File: src/rtl/tlc_pkg.sv
package tlc_pkg;
   localparam int INSTR_W  = 8;
   localparam int RIDX_W   = 2;
   localparam int NUM_REGS = 4;

   typedef enum logic [1:0] {
      OP_ADD   = 2'b00,
      OP_LOAD  = 2'b01,
      OP_STORE = 2'b10,
      OP_BEQ   = 2'b11
   } tlc_op_e;

   typedef struct packed {
      tlc_op_e     op;
      logic [1:0]  f_hi;
      logic [1:0]  f_mid;
      logic [1:0]  f_lo;
   } tlc_instr_t;
endpackage

File: src/rtl/tlc_irom.sv
module tlc_irom #(
   parameter int PC_W  = 8,
   parameter int DEPTH = 32,
   parameter logic [DEPTH*8-1:0] PROGRAM = '0
) (
   input  logic [PC_W-1:0] pc,
   output logic [7:0]      word
);
   // Out-of-range PC reads as zero; the core masks it via halt.
   always_comb begin
      word = '0;
      for (int i = 0; i < DEPTH; i++) begin
         if (pc == PC_W'(i)) word = PROGRAM[i*8 +: 8];
      end
   end
endmodule

File: src/rtl/tlc_decode.sv
module tlc_decode
   import tlc_pkg::*;
(
   input  tlc_instr_t        instr,
   output logic [RIDX_W-1:0] a_idx,
   output logic [RIDX_W-1:0] b_idx,
   output logic [RIDX_W-1:0] w_idx,
   output logic              reg_we,
   output logic              mem_we,
   output logic              is_load,
   output logic              is_branch,
   output logic [1:0]        imm2
);
   always_comb begin
      a_idx     = instr.f_mid;
      b_idx     = instr.f_lo;
      w_idx     = instr.f_hi;
      reg_we    = 1'b0;
      mem_we    = 1'b0;
      is_load   = 1'b0;
      is_branch = 1'b0;
      imm2      = instr.f_lo;
      unique case (instr.op)
         OP_ADD: begin
            reg_we = 1'b1;
         end
         OP_LOAD: begin
            b_idx   = instr.f_hi;
            reg_we  = 1'b1;
            is_load = 1'b1;
         end
         OP_STORE: begin
            b_idx  = instr.f_hi;
            mem_we = 1'b1;
         end
         OP_BEQ: begin
            a_idx     = instr.f_hi;
            b_idx     = instr.f_mid;
            is_branch = 1'b1;
         end
         default: ;
      endcase
   end
endmodule

File: src/rtl/tlc_regfile.sv
module tlc_regfile #(
   parameter int DATA_W   = 8,
   parameter int NUM_REGS = 4,
   localparam int IDX_W   = $clog2(NUM_REGS)
) (
   input  logic                       clk,
   input  logic                       rst,
   input  logic                       we,
   input  logic [IDX_W-1:0]           w_idx,
   input  logic [DATA_W-1:0]          w_data,
   input  logic [IDX_W-1:0]           a_idx,
   input  logic [IDX_W-1:0]           b_idx,
   output logic [DATA_W-1:0]          a_data,
   output logic [DATA_W-1:0]          b_data,
   output logic [NUM_REGS*DATA_W-1:0] all_regs
);
   for (genvar g = 0; g < NUM_REGS; g++) begin : g_reg
      logic [DATA_W-1:0] r_q;
      always_ff @(posedge clk) begin
         if (rst)                                r_q <= '0;
         else if (we && (w_idx == IDX_W'(g)))    r_q <= w_data;
      end
      assign all_regs[g*DATA_W +: DATA_W] = r_q;
   end

   assign a_data = all_regs[a_idx*DATA_W +: DATA_W];
   assign b_data = all_regs[b_idx*DATA_W +: DATA_W];
endmodule

File: src/rtl/tlc_dmem.sv
module tlc_dmem #(
   parameter int DATA_W = 8,
   parameter int DEPTH  = 64,
   parameter logic [DEPTH*DATA_W-1:0] INIT = '0,
   localparam int AW    = $clog2(DEPTH)
) (
   input  logic              clk,
   input  logic              rst,
   input  logic              we,
   input  logic [AW-1:0]     addr,
   input  logic [DATA_W-1:0] w_data,
   output logic [DATA_W-1:0] r_data
);
   logic [DATA_W-1:0] mem [DEPTH];

   always_ff @(posedge clk) begin
      if (rst) begin
         for (int a = 0; a < DEPTH; a++) mem[a] <= INIT[a*DATA_W +: DATA_W];
      end else if (we) begin
         mem[addr] <= w_data;
      end
   end

   assign r_data = mem[addr];
endmodule

File: src/rtl/tiny_ls_core.sv
module tiny_ls_core
   import tlc_pkg::*;
#(
   parameter int PC_W       = 8,
   parameter int DATA_W     = 8,
   parameter int ROM_DEPTH  = 32,
   parameter int DMEM_DEPTH = 64,
   parameter logic [ROM_DEPTH*INSTR_W-1:0]  PROGRAM   = '0,
   parameter logic [DMEM_DEPTH*DATA_W-1:0]  DMEM_INIT = '0
) (
   input  logic                       clk,
   input  logic                       rst,
   output logic                       halt,
   output logic [PC_W-1:0]            dbg_pc,
   output logic [NUM_REGS*DATA_W-1:0] dbg_regs
);
   localparam int DMEM_AW = $clog2(DMEM_DEPTH);
   localparam logic [PC_W-1:0] PC_END = PC_W'(ROM_DEPTH);

   if (ROM_DEPTH < 1 || ROM_DEPTH >= (1 << PC_W)) begin : g_bad_rom
      $error("ROM_DEPTH must lie in 1 .. 2**PC_W-1");
   end
   if ((1 << DMEM_AW) != DMEM_DEPTH || DMEM_AW > DATA_W) begin : g_bad_dmem
      $error("DMEM_DEPTH must be a power of two addressable by DATA_W bits");
   end
   if (PC_W < 3) begin : g_bad_pc
      $error("PC_W must be at least 3");
   end

   logic [PC_W-1:0]    pc_q;
   logic [7:0]         rom_word;
   tlc_instr_t         instr;
   logic [RIDX_W-1:0]  a_idx, b_idx, w_idx;
   logic               dec_reg_we, dec_mem_we, is_load, is_branch;
   logic [1:0]         imm2;
   logic [DATA_W-1:0]  a_data, b_data, mem_rdata, w_data;
   logic [DMEM_AW-1:0] mem_addr;
   logic               taken, self_loop, at_end;
   logic [PC_W-1:0]    pc_inc, pc_br;

   tlc_irom #(.PC_W(PC_W), .DEPTH(ROM_DEPTH), .PROGRAM(PROGRAM)) u_irom (
      .pc(pc_q), .word(rom_word)
   );
   assign instr = tlc_instr_t'(rom_word);

   tlc_decode u_dec (
      .instr(instr), .a_idx(a_idx), .b_idx(b_idx), .w_idx(w_idx),
      .reg_we(dec_reg_we), .mem_we(dec_mem_we), .is_load(is_load),
      .is_branch(is_branch), .imm2(imm2)
   );

   // Branch resolution and stop conditions
   assign taken     = is_branch && (a_data == b_data);
   assign self_loop = taken && (imm2 == 2'b11);
   assign at_end    = (pc_q >= PC_END);
   assign halt      = at_end || self_loop;
   assign pc_inc    = pc_q + PC_W'(1);
   assign pc_br     = pc_inc + {{(PC_W-2){imm2[1]}}, imm2};

   assign mem_addr = DMEM_AW'(a_data) + DMEM_AW'(imm2);
   assign w_data   = is_load ? mem_rdata : (a_data + b_data);

   tlc_regfile #(.DATA_W(DATA_W), .NUM_REGS(NUM_REGS)) u_rf (
      .clk(clk), .rst(rst), .we(dec_reg_we && !halt), .w_idx(w_idx),
      .w_data(w_data), .a_idx(a_idx), .b_idx(b_idx),
      .a_data(a_data), .b_data(b_data), .all_regs(dbg_regs)
   );

   tlc_dmem #(.DATA_W(DATA_W), .DEPTH(DMEM_DEPTH), .INIT(DMEM_INIT)) u_dmem (
      .clk(clk), .rst(rst), .we(dec_mem_we && !halt), .addr(mem_addr),
      .w_data(b_data), .r_data(mem_rdata)
   );

   always_ff @(posedge clk) begin
      if (rst)        pc_q <= '0;
      else if (halt)  pc_q <= pc_q;
      else if (taken) pc_q <= pc_br;
      else            pc_q <= pc_inc;
   end

   assign dbg_pc = pc_q;
endmodule

File: config.mk
export PLATFORM = sky130hd
export DESIGN_NAME = tiny_ls_core
export DESIGN_NICKNAME = d
export VERILOG_FILES = /design/src/rtl/tlc_pkg.sv /design/src/rtl/tlc_irom.sv /design/src/rtl/tlc_decode.sv /design/src/rtl/tlc_regfile.sv /design/src/rtl/tlc_dmem.sv /design/src/rtl/tiny_ls_core.sv
export SDC_FILE = /design/constraint.sdc
export NUM_CORES = 1
export LEC_CHECK = 0
export BUFFER_PORTS_ARGS = -buffer_cell sky130_fd_sc_hd__buf_4
export CAP_MARGIN = 20
export CORE_MARGIN = 3
export CORE_UTILIZATION = 35
export CTS_CLUSTER_DIAMETER = 80
export DETAILED_ROUTE_END_ITERATION = 16
export GPL_ROUTABILITY_DRIVEN = 0
export HOLD_SLACK_MARGIN = 0.02
export PLACE_DENSITY_LB_ADDON = 0.2
export SLEW_MARGIN = 15
export SYNTH_ARGS = -nofsm -noshare
export SYNTH_HDL_FRONTEND = slang
export SYNTH_SLANG_ARGS = --single-unit
File: constraint.sdc
create_clock -name clk -period 1.3 [get_ports clk]
set_input_delay 0.065 -clock clk [delete_from_list [all_inputs] [get_ports clk]]
set_output_delay 0.065 -clock clk [all_outputs]
set_load 0.02 [all_outputs]
==> results.py, run 1 <==
metrics = {
    "run_status": {
        "outcome": "complete, no violations",
    },
    "worst_setup_path": {
        "crit_required_ns": 1.45,
        "arrival_ns": 1.43,
        "worstPathMaxFanout": 2,
        "crit_path_top_delay_cell": "dfxtp_4",
        "cp_slowest_stage_delay_ns": 0.36,
        "worst_setup_path_start_kind": "flop",
        "cp_num_buf_inv": 0,
        "critPathKind": "flop to flop",
        "crit_chain": "ha_4 -> nor4b_4 -> and3_4 -> mux2_4",
        "path_delay_family": "simple AND/OR/NAND/NOR gates",
        "end_kind": "flop",
    },
    "power_and_ir_drop": {
        "net-switching-power_mw": 0.217,
        "peakVddDrop_mv": 0.641,
        "p_comb_share_pct": 24.8,
        "p_seq_share_pct": 42.1,
        "intPower_mw": 0.408,
        "p_leak_nw": 0.376,
        "p_sw_share_pct": 34.7,
        "clkPwrFrac_pct": 33.1,
        "power_density_nw_per_um2": 899,
    },
    "global_routing": {
        "grt_use_met3_pct": 4.60,
        "grt_max_degree": 10,
        "grt_overflow_total": 0,
        "track_usage_pct": 8.85,
        "grtUsageMet1_pct": 12.2,
        "gr-max-usage-layer": "met2",
        "grt_pass1_wl_um": 1400,
        "use_met2_pct": 12.3,
        "antenna_found_initial": 0,
        "grt_pass1_vias": 308,
    },
    "timing": {
        "max_freq_ghz": 0.782,
        "fin_tns_setup_ns": 0,
        "hold_viol_final": 0,
        "fin_skew_ns": 0.0123,
        "setup_violations": 0,
        "rsz0062_at_grt": "true",
        "fin_hold_ws_ns": 0.0274,
        "period_needed_ns": 1.28,
        "final_max_slew_viol_count": 0,
        "final.period_utilization_pct": 98.3,
    },
    "yosys": {
        "ys_warn_count": 0,
        "synth_cell_types": 19,
        "synthFlopType": "dfxtp_1",
        "synth-edff-count": 0,
        "yosysMostFrequentCell": "buf_4",
        "ys_ff_latch": 8,
        "seq_area_frac_synth_pct": 26.8,
        "ys_top_cells_by_area": "buf_4, dfxtp_1, ha_1",
        "synthCells": 70,
        "synth_top_cell_by_area": "buf_4",
        "synth_top_cell_area_share_pct": 40.2,
        "syn_area_um2": 598,
        "synth_common_cells": "buf_4, dfxtp_1, nor2_1",
        "avgSynthCellArea_um2": 8.54,
        "synthArstFlopShare_pct": 0,
    },
    "layout": {
        "fin_util_pct": 44.6,
        "multiInputGateArea_um2": 325,
        "final_layout_size_suffix_gt1_share_pct": 33.3,
        "nNetsFinal": 95,
        "fillers": 153,
        "largest_register_ffs": 8,
        "syn2layout_area_growth_pct": 16.3,
        "antenna_cells": 0,
        "regArea_um2": 170,
    },
    "clocking": {
        "cts.sinks": 8,
        "root_buffer": "clkbuf_4",
        "clk_latency_ns": 0.26,
        "cts_tree": "done",
        "cts_hold_buf": 0,
        "clkTransAtPathRegs_ns": 0.06,
        "h-tree-depth": 1,
        "cts_buffers": 3,
        "clockBufferDepth": 2,
    },
    "hold_path": {
        "hold_class": "primary input to flop",
    },
    "floorplanning": {
        "die_h_um": 47.3,
        "coreArea_um2": 1560,
        "start_util_pct": 38.4,
        "die_area_um2": 2240,
        "die_w_um": 47.3,
        "rows": 14,
        "num_io_pins": 43,
    },
    "drt": {
        "drt_iter0_markers": 3,
        "vias": 400,
        "drc": 0,
        "vias_per_cell": 3.77,
        "final_antenna_net_count": 0,
        "wl_per_cell_um": 9.04,
        "routed_wl_um": 958,
        "first_pass_iters": 3,
    },
    "placed_design": {
        "dp_hpwl_um": 770,
        "port_buffers": 10,
    },
    "run": {
        "drv_cap": 0,
    },
}
[path summary, 6_finish.rpt]
check             cells past startpoint  slack, ns                   start                endpoint
hold / removal                        2       0.03                     rst  dbg_pc[0]$_SDFFE_PP0N_
hold reg to reg                       2       0.55  dbg_pc[5]$_SDFFE_PP0N_  dbg_pc[5]$_SDFFE_PP0N_
setup / recovery                      4       0.02  dbg_pc[1]$_SDFFE_PP0N_  dbg_pc[4]$_SDFFE_PP0N_
setup reg to reg                      4       0.02  dbg_pc[1]$_SDFFE_PP0N_  dbg_pc[4]$_SDFFE_PP0N_
[logic make-up after synthesis]
logic type | after synthesis | share of synthesized area, %
buf+inv | 37 | 43.3
compound gates | 3 | 3.14
fa+ha+maj | 2 | 4.18
xor+xnor | 2 | 2.93
other cells | 1 | 0.627
mux | 2 | 3.56
flops | 8 | 26.8
simple gates | 15 | 15.5
[layout make-up]
type,count,share of cell area (%)
Clock buffer,4,3.78
Sequential cell,8,24.5
Multi-Input combinational cell,56,46.8
Inverter,4,2.16
Tap cell,16,2.88
Timing Repair Buffer,18,20.0
[power by group through the flow]
stage,Sequential [mW],Combinational [mW],Clock [mW]
2_1_floorplan,0.282,0.178,0
3_3_place_gp,0.271,0.141,0
3_5_place_dp,0.271,0.141,0
4_1_cts,0.263,0.151,0.219
5_1_grt,0.264,0.171,0.235
6_report,0.263,0.155,0.207
[routing by layer]
| metal | wire, um | part of all wire (%) | up-vias |
|---|---|---|---|
| li1 | - | - | 196 |
| met1 | 390 | 41 | 177 |
| met2 | 453 | 47 | 27 |
| met3 | 114 | 12 | 0 |
| met4 | 0 | 0 | 0 |
| met5 | 0 | 0 | - |
[metrics by stage]
step | cells | total power, mW | area, um2 | setup WS (ns)
after detailed placement | 99 | 0.413 | 637 | -0.00220
final | 106 | 0.625 | 696 | 0.0219
after CTS | 105 | 0.633 | 678 | 0.0106
after floorplan | 101 | 0.460 | 748 | -0.0208
after global routing | 106 | 0.670 | 696 | -0.0231
after global placement | 99 | 0.412 | 637 | 0.0312
[cell usage in the layout, fill, tap and decap left out]
cell type and n:
buf_4 17, nor3_2 1, dfxtp_1 4, and4_1 1, ha_4 1, buf_6 1
and3_4 1, a21oi_1 1, clkbuf_1 1, conb_1 32, dfxtp_2 2, mux2i_1 1
clkbuf_4 3, a31oi_1 1, nor2b_1 3, mux2_4 1, and3_1 1, nor2_1 6
nand3_1 1, dfxtp_4 2, xnor2_1 2, ha_1 1, nor4b_4 1, inv_1 4
a21o_1 1
[what timing repair did]
action / in CTS / in global routing
resized for setup: 0 / 3
pin swaps: 1 / 1
endpoints found under the hold margin: 0 / 0
setup endpoints to repair: 2 / 3
buffers inserted: 2 / 1
Power figures use the tool's default switching activity.
==> run 2, diff against run 1 <==
--- a/config.mk
+++ b/config.mk
@@ -8,7 +8,7 @@
 export BUFFER_PORTS_ARGS = -buffer_cell sky130_fd_sc_hd__buf_4
 export CAP_MARGIN = 20
 export CORE_MARGIN = 3
-export CORE_UTILIZATION = 35
+export CORE_UTILIZATION = 39
 export CTS_CLUSTER_DIAMETER = 80
 export DETAILED_ROUTE_END_ITERATION = 16
 export GPL_ROUTABILITY_DRIVEN = 0
==> constraint.sdc (replaced) <==
create_clock -name clk -period 1.2 [get_ports clk]
set_input_delay 0.06 -clock clk [delete_from_list [all_inputs] [get_ports clk]]
set_output_delay 0.06 -clock clk [all_outputs]
set_load 0.02 [all_outputs]
==> run 2 against run 1 <==
Compared with the run above: wire length increased by 19%; clock power increased by 9.7%; worst hold slack got worse by 0.0023 ns; critical endpoint unchanged; the flow now finishes with violations (negative setup slack); final area increased by 3.6%; first-iteration DRC count decreased by 33%; cell count unchanged.
==> results.py, run 2 (synthesized netlist as in run 1, its figures left out) <==
metrics = {
    "layout": {
        "fin_util_pct": 52.7,
        "layout_commonest_cell": "conb_1",
        "final_layout_size_suffix_gt1_share_pct": 36.3,
        "nNetsFinal": 96,
        "finalInstanceArea_um2": 721,
        "final_cell_mix": "conb_1, buf_4, nor2_1",
        "largest_register_ffs": 8,
        "syn2layout_area_growth_pct": 20.5,
        "antenna_cells": 0,
    },
    "power_and_ir_drop": {
        "p_leak_nw": 0.388,
        "intPower_mw": 0.443,
        "peakVddDrop_mv": 0.541,
        "total_power_mw": 0.680,
        "p_seq_share_pct": 42.0,
        "clkPwrFrac_pct": 33.3,
        "p_sw_share_pct": 34.9,
        "net-switching-power_mw": 0.238,
        "power_density_nw_per_um2": 944,
        "p_comb_share_pct": 24.7,
    },
    "run_status": {
        "violations": "negative setup slack",
        "outcome": "finished, violations left",
    },
    "global_routing": {
        "grt_max_degree": 10,
        "antenna_found_initial": 0,
        "track_usage_pct": 11.7,
        "grt_pass1_vias": 377,
        "grt_pass1_wl_um": 1700,
        "grt_overflow_total": 0,
    },
    "timing": {
        "final.period_utilization_pct": 111,
        "max_freq_ghz": 0.753,
        "hold_viol_final": 0,
        "final_max_slew_viol_count": 0,
        "timing.final.ws_setup_ns": -0.128,
        "setup_violations": 1,
        "fin_skew_ns": 0.0113,
        "rsz0062_at_grt": "true",
        "period_needed_ns": 1.33,
        "fin_hold_ws_ns": 0.0252,
    },
    "clocking": {
        "h-tree-depth": 1,
        "clockBufferDepth": 2,
        "root_buffer": "clkbuf_4",
        "cts.sinks": 8,
        "cts_buffers": 3,
        "cts_hold_buf": 0,
        "clkTransAtPathRegs_ns": 0.07,
        "cts_tree": "done",
        "clk_latency_ns": 0.26,
    },
    "floorplanning": {
        "rows": 13,
        "num_io_pins": 43,
        "die_area_um2": 2040,
        "die_w_um": 45.2,
        "die_h_um": 45.2,
        "start_util_pct": 43.8,
        "coreArea_um2": 1370,
    },
    "drt": {
        "final_antenna_net_count": 0,
        "drt_iter0_markers": 2,
        "first_pass_iters": 2,
        "routed_wl_um": 1140,
        "vias": 411,
        "drc": 0,
        "vias_per_cell": 3.88,
        "wl_per_cell_um": 10.7,
    },
    "run": {
        "drv_cap": 0,
    },
    "worst_setup_path": {
        "critPathKind": "flop to flop",
        "rrSetupSlack_ns": -0.13,
        "crit_required_ns": 1.33,
        "end_kind": "flop",
        "worstPathMaxFanout": 2,
        "arrival_ns": 1.46,
        "worst_setup_path_start_kind": "flop",
    },
    "hold_path": {
        "hold_class": "primary input to flop",
    },
    "placed_design": {
        "placed_area_um2": 651,
        "port_buffers": 10,
        "dp_hpwl_um": 839,
    },
}
## run 2: final cells by class
cell class                 count  area (um2)
clock buffer                   4        26.3
timing repair buffer          19         158
inverter                       4        15.0
fill                         137         646
sequential                     8         171
multi-input combinational     56         332
tap                           15        18.8
## run 2: per-layer routing
layer  part of all wire (%)  global-route usage [%]
met2                     52                    19.5
met1                     39                    13.5
met3                    8.1                    2.39
met5                      0                       0
met4                   0.70                    7.02
## run 2: what timing repair did
item                                    in CTS  in global routing
endpoints found under the setup margin       2                  6
setup buffers                                3                  0
pin swaps                                    1                  0
hold endpoints to repair                     0                  0
resized for setup                            7                  2
## run 2: power by group through the flow
stage               Sequential [mW]  Clock, mW  Combinational (mW)
floorplan                     0.305          0               0.193
detailed placement            0.292          0               0.162
finish                        0.286      0.227               0.168
CTS                           0.286      0.234               0.166
global placement              0.290          0               0.162
global route                  0.287      0.252               0.181
## run 2: per-stage QoR
| step | setup TNS, ns | setup slack (ns) | cells |
|---|---|---|---|
| 4_1_cts | -0.167 | -0.140 | 107 |
| 3_3_place_gp | -0.0444 | -0.0444 | 100 |
| 5_1_grt | -0.238 | -0.177 | 106 |
| 2_1_floorplan | -0.121 | -0.121 | 101 |
| 6_report | -0.128 | -0.128 | 106 |
| 3_5_place_dp | -0.0972 | -0.0972 | 100 |
## run 2: critical path, stage by stage (launching register included)
cell and delay [ns]:
dfxtp_4 0.37, ha_4 0.12, nor4b_4 0.20, and3_4 0.22, mux2_4 0.29
## run 2: final timing paths
| check | to | start | depth (start not counted) |
|---|---|---|---|
| max | dbg_pc[4]$_SDFFE_PP0N_ | dbg_pc[1]$_SDFFE_PP0N_ | 4 |
| min | dbg_pc[0]$_SDFFE_PP0N_ | rst | 2 |
| max reg2reg | dbg_pc[4]$_SDFFE_PP0N_ | dbg_pc[1]$_SDFFE_PP0N_ | 4 |
| min reg2reg | dbg_pc[5]$_SDFFE_PP0N_ | dbg_pc[4]$_SDFFE_PP0N_ | 2 |
==> run 3, diff against run 2 <==
--- a/config.mk
+++ b/config.mk
@@ -11,9 +11,10 @@
 export CORE_UTILIZATION = 39
 export CTS_CLUSTER_DIAMETER = 80
 export DETAILED_ROUTE_END_ITERATION = 16
-export GPL_ROUTABILITY_DRIVEN = 0
 export HOLD_SLACK_MARGIN = 0.02
 export PLACE_DENSITY_LB_ADDON = 0.2
+export RECOVER_POWER = 25
+export REMOVE_ABC_BUFFERS = 1
 export SLEW_MARGIN = 15
 export SYNTH_ARGS = -nofsm -noshare
 export SYNTH_HDL_FRONTEND = slang
==> run 3 against run 2 <==
Compared with the run above: the flow still finishes with violations (negative setup slack); wire length decreased by 16%; sequential power about the same; sequential cell count unchanged; power decreased by 4.5%; worst hold slack improved by 0.0079 ns; cell count decreased by 0.94%.
==> results.py, run 3 (synthesized netlist as in run 1, its figures left out) <==
metrics = {
    "worst_setup_path": {
        "arrival_ns": 1.46,
        "crit_required_ns": 1.34,
        "worst_setup_path_start_kind": "flop",
        "critPathKind": "flop to flop",
        "worstPathMaxFanout": 2,
        "end_kind": "flop",
    },
    "power_and_ir_drop": {
        "net-switching-power_mw": 0.219,
        "p_sw_share_pct": 33.8,
        "p_seq_share_pct": 43.7,
        "power_density_nw_per_um2": 942,
        "p_comb_share_pct": 25.8,
        "clkPwrFrac_pct": 30.5,
        "p_leak_nw": 0.376,
        "total_power_mw": 0.650,
        "intPower_mw": 0.430,
        "peakVddDrop_mv": 0.572,
    },
    "placed_design": {
        "dp_slack_ns": -0.143,
        "dp_hpwl_um": 727,
        "placed_area_um2": 617,
        "port_buffers": 10,
        "placedCellCount": 100,
        "gp_congestion": 0.743,
    },
    "clocking": {
        "root_buffer": "clkbuf_4",
        "clockBufferDepth": 2,
        "cts_buffers": 3,
        "cts_tree": "done",
        "cts.sinks": 8,
        "h-tree-depth": 1,
        "clkTransAtPathRegs_ns": 0.05,
        "cts_hold_buf": 0,
        "clk_latency_ns": 0.25,
    },
    "hold_path": {
        "hold_class": "primary input to flop",
    },
    "drt": {
        "final_antenna_net_count": 0,
        "first_pass_iters": 4,
        "drc": 0,
        "vias_per_cell": 3.91,
        "routed_wl_um": 960,
        "wl_per_cell_um": 9.14,
        "vias": 411,
        "drt_iter0_markers": 1,
    },
    "timing": {
        "final.period_utilization_pct": 110,
        "fin_hold_ws_ns": 0.0331,
        "period_needed_ns": 1.32,
        "hold_viol_final": 0,
        "timing.final.ws_setup_ns": -0.120,
        "rsz0062_at_grt": "true",
        "fin_tns_setup_ns": -0.132,
        "final_max_slew_viol_count": 0,
        "fin_skew_ns": 0.00193,
        "setup_violations": 2,
        "max_freq_ghz": 0.757,
    },
    "layout": {
        "fillers": 137,
        "multiInputGateArea_um2": 318,
        "regArea_um2": 165,
        "antenna_cells": 0,
        "layout_commonest_cell": "conb_1",
        "syn2layout_area_growth_pct": 15.3,
        "largest_register_ffs": 8,
        "fin_util_pct": 50.5,
        "finalInstanceArea_um2": 689,
        "final_cell_mix": "conb_1, buf_4, nor2_1",
        "final_layout_size_suffix_gt1_share_pct": 34.4,
        "final-instance-count-excl-fill": 105,
        "nNetsFinal": 96,
    },
    "run": {
        "drv_cap": 0,
    },
    "global_routing": {
        "track_usage_pct": 10.7,
        "grt_pass1_wl_um": 1520,
        "grt_overflow_total": 0,
        "grt_max_degree": 10,
        "grt_pass1_vias": 342,
        "antenna_found_initial": 0,
    },
    "floorplanning": {
        "start_util_pct": 43.8,
        "num_io_pins": 43,
        "die_w_um": 45.2,
        "coreArea_um2": 1370,
        "die_area_um2": 2040,
        "rows": 13,
        "die_h_um": 45.2,
    },
    "run_status": {
        "outcome": "finished, violations left",
        "violations": "negative setup slack",
    },
}
run 3: critical path: stages, from the launching register on:
cell and delay (ns):
dfxtp_2 0.33, ha_2 0.16, nor4b_4 0.21, and3_1 0.21
mux2_4 0.30
run 3: cell type report:
type | instances | share of cell area (%)
multi-input combinational | 56 | 46.1
sequential | 8 | 24.0
timing repair buffer | 19 | 21.8
clock buffer | 3 | 3.27
tap | 15 | 2.72
inverter | 4 | 2.18
run 3: final timing paths:
| path | startpoint | to | slack, ns | cells after the start |
|---|---|---|---|---|
| worst max-delay path | dbg_pc[0]$_SDFFE_PP0N_ | dbg_pc[4]$_SDFFE_PP0N_ | -0.12 | 4 |
| worst min-delay path | rst | dbg_pc[6]$_SDFFE_PP0N_ | 0.03 | 2 |
| worst max register to register | dbg_pc[0]$_SDFFE_PP0N_ | dbg_pc[4]$_SDFFE_PP0N_ | -0.12 | 4 |
| worst min register to register | dbg_pc[4]$_SDFFE_PP0N_ | dbg_pc[5]$_SDFFE_PP0N_ | 0.54 | 2 |
run 3: power by group through the flow:
stage | Combinational [mW] | Clock [mW] | Sequential [mW]
3_3_place_gp | 0.159 | 0 | 0.287
6_report | 0.168 | 0.198 | 0.284
4_1_cts | 0.165 | 0.208 | 0.283
2_1_floorplan | 0.107 | 0 | 0.301
5_1_grt | 0.185 | 0.216 | 0.286
3_5_place_dp | 0.160 | 0 | 0.287
run 3: routing by layer:
metal	global-route usage (%)	vias to the layer above	share of wire, %
met5	0	-	0
met2	16.4	35	46
met1	12.3	175	37
met4	8.77	0	2.0
li1	-	197	-
met3	2.79	4	16
run 3: timing repair:
item,4_1_cts,5_1_grt
gates resized for setup,11,2
buffers inserted,3,1
pin swaps,2,2
endpoints found under the setup margin,2,6
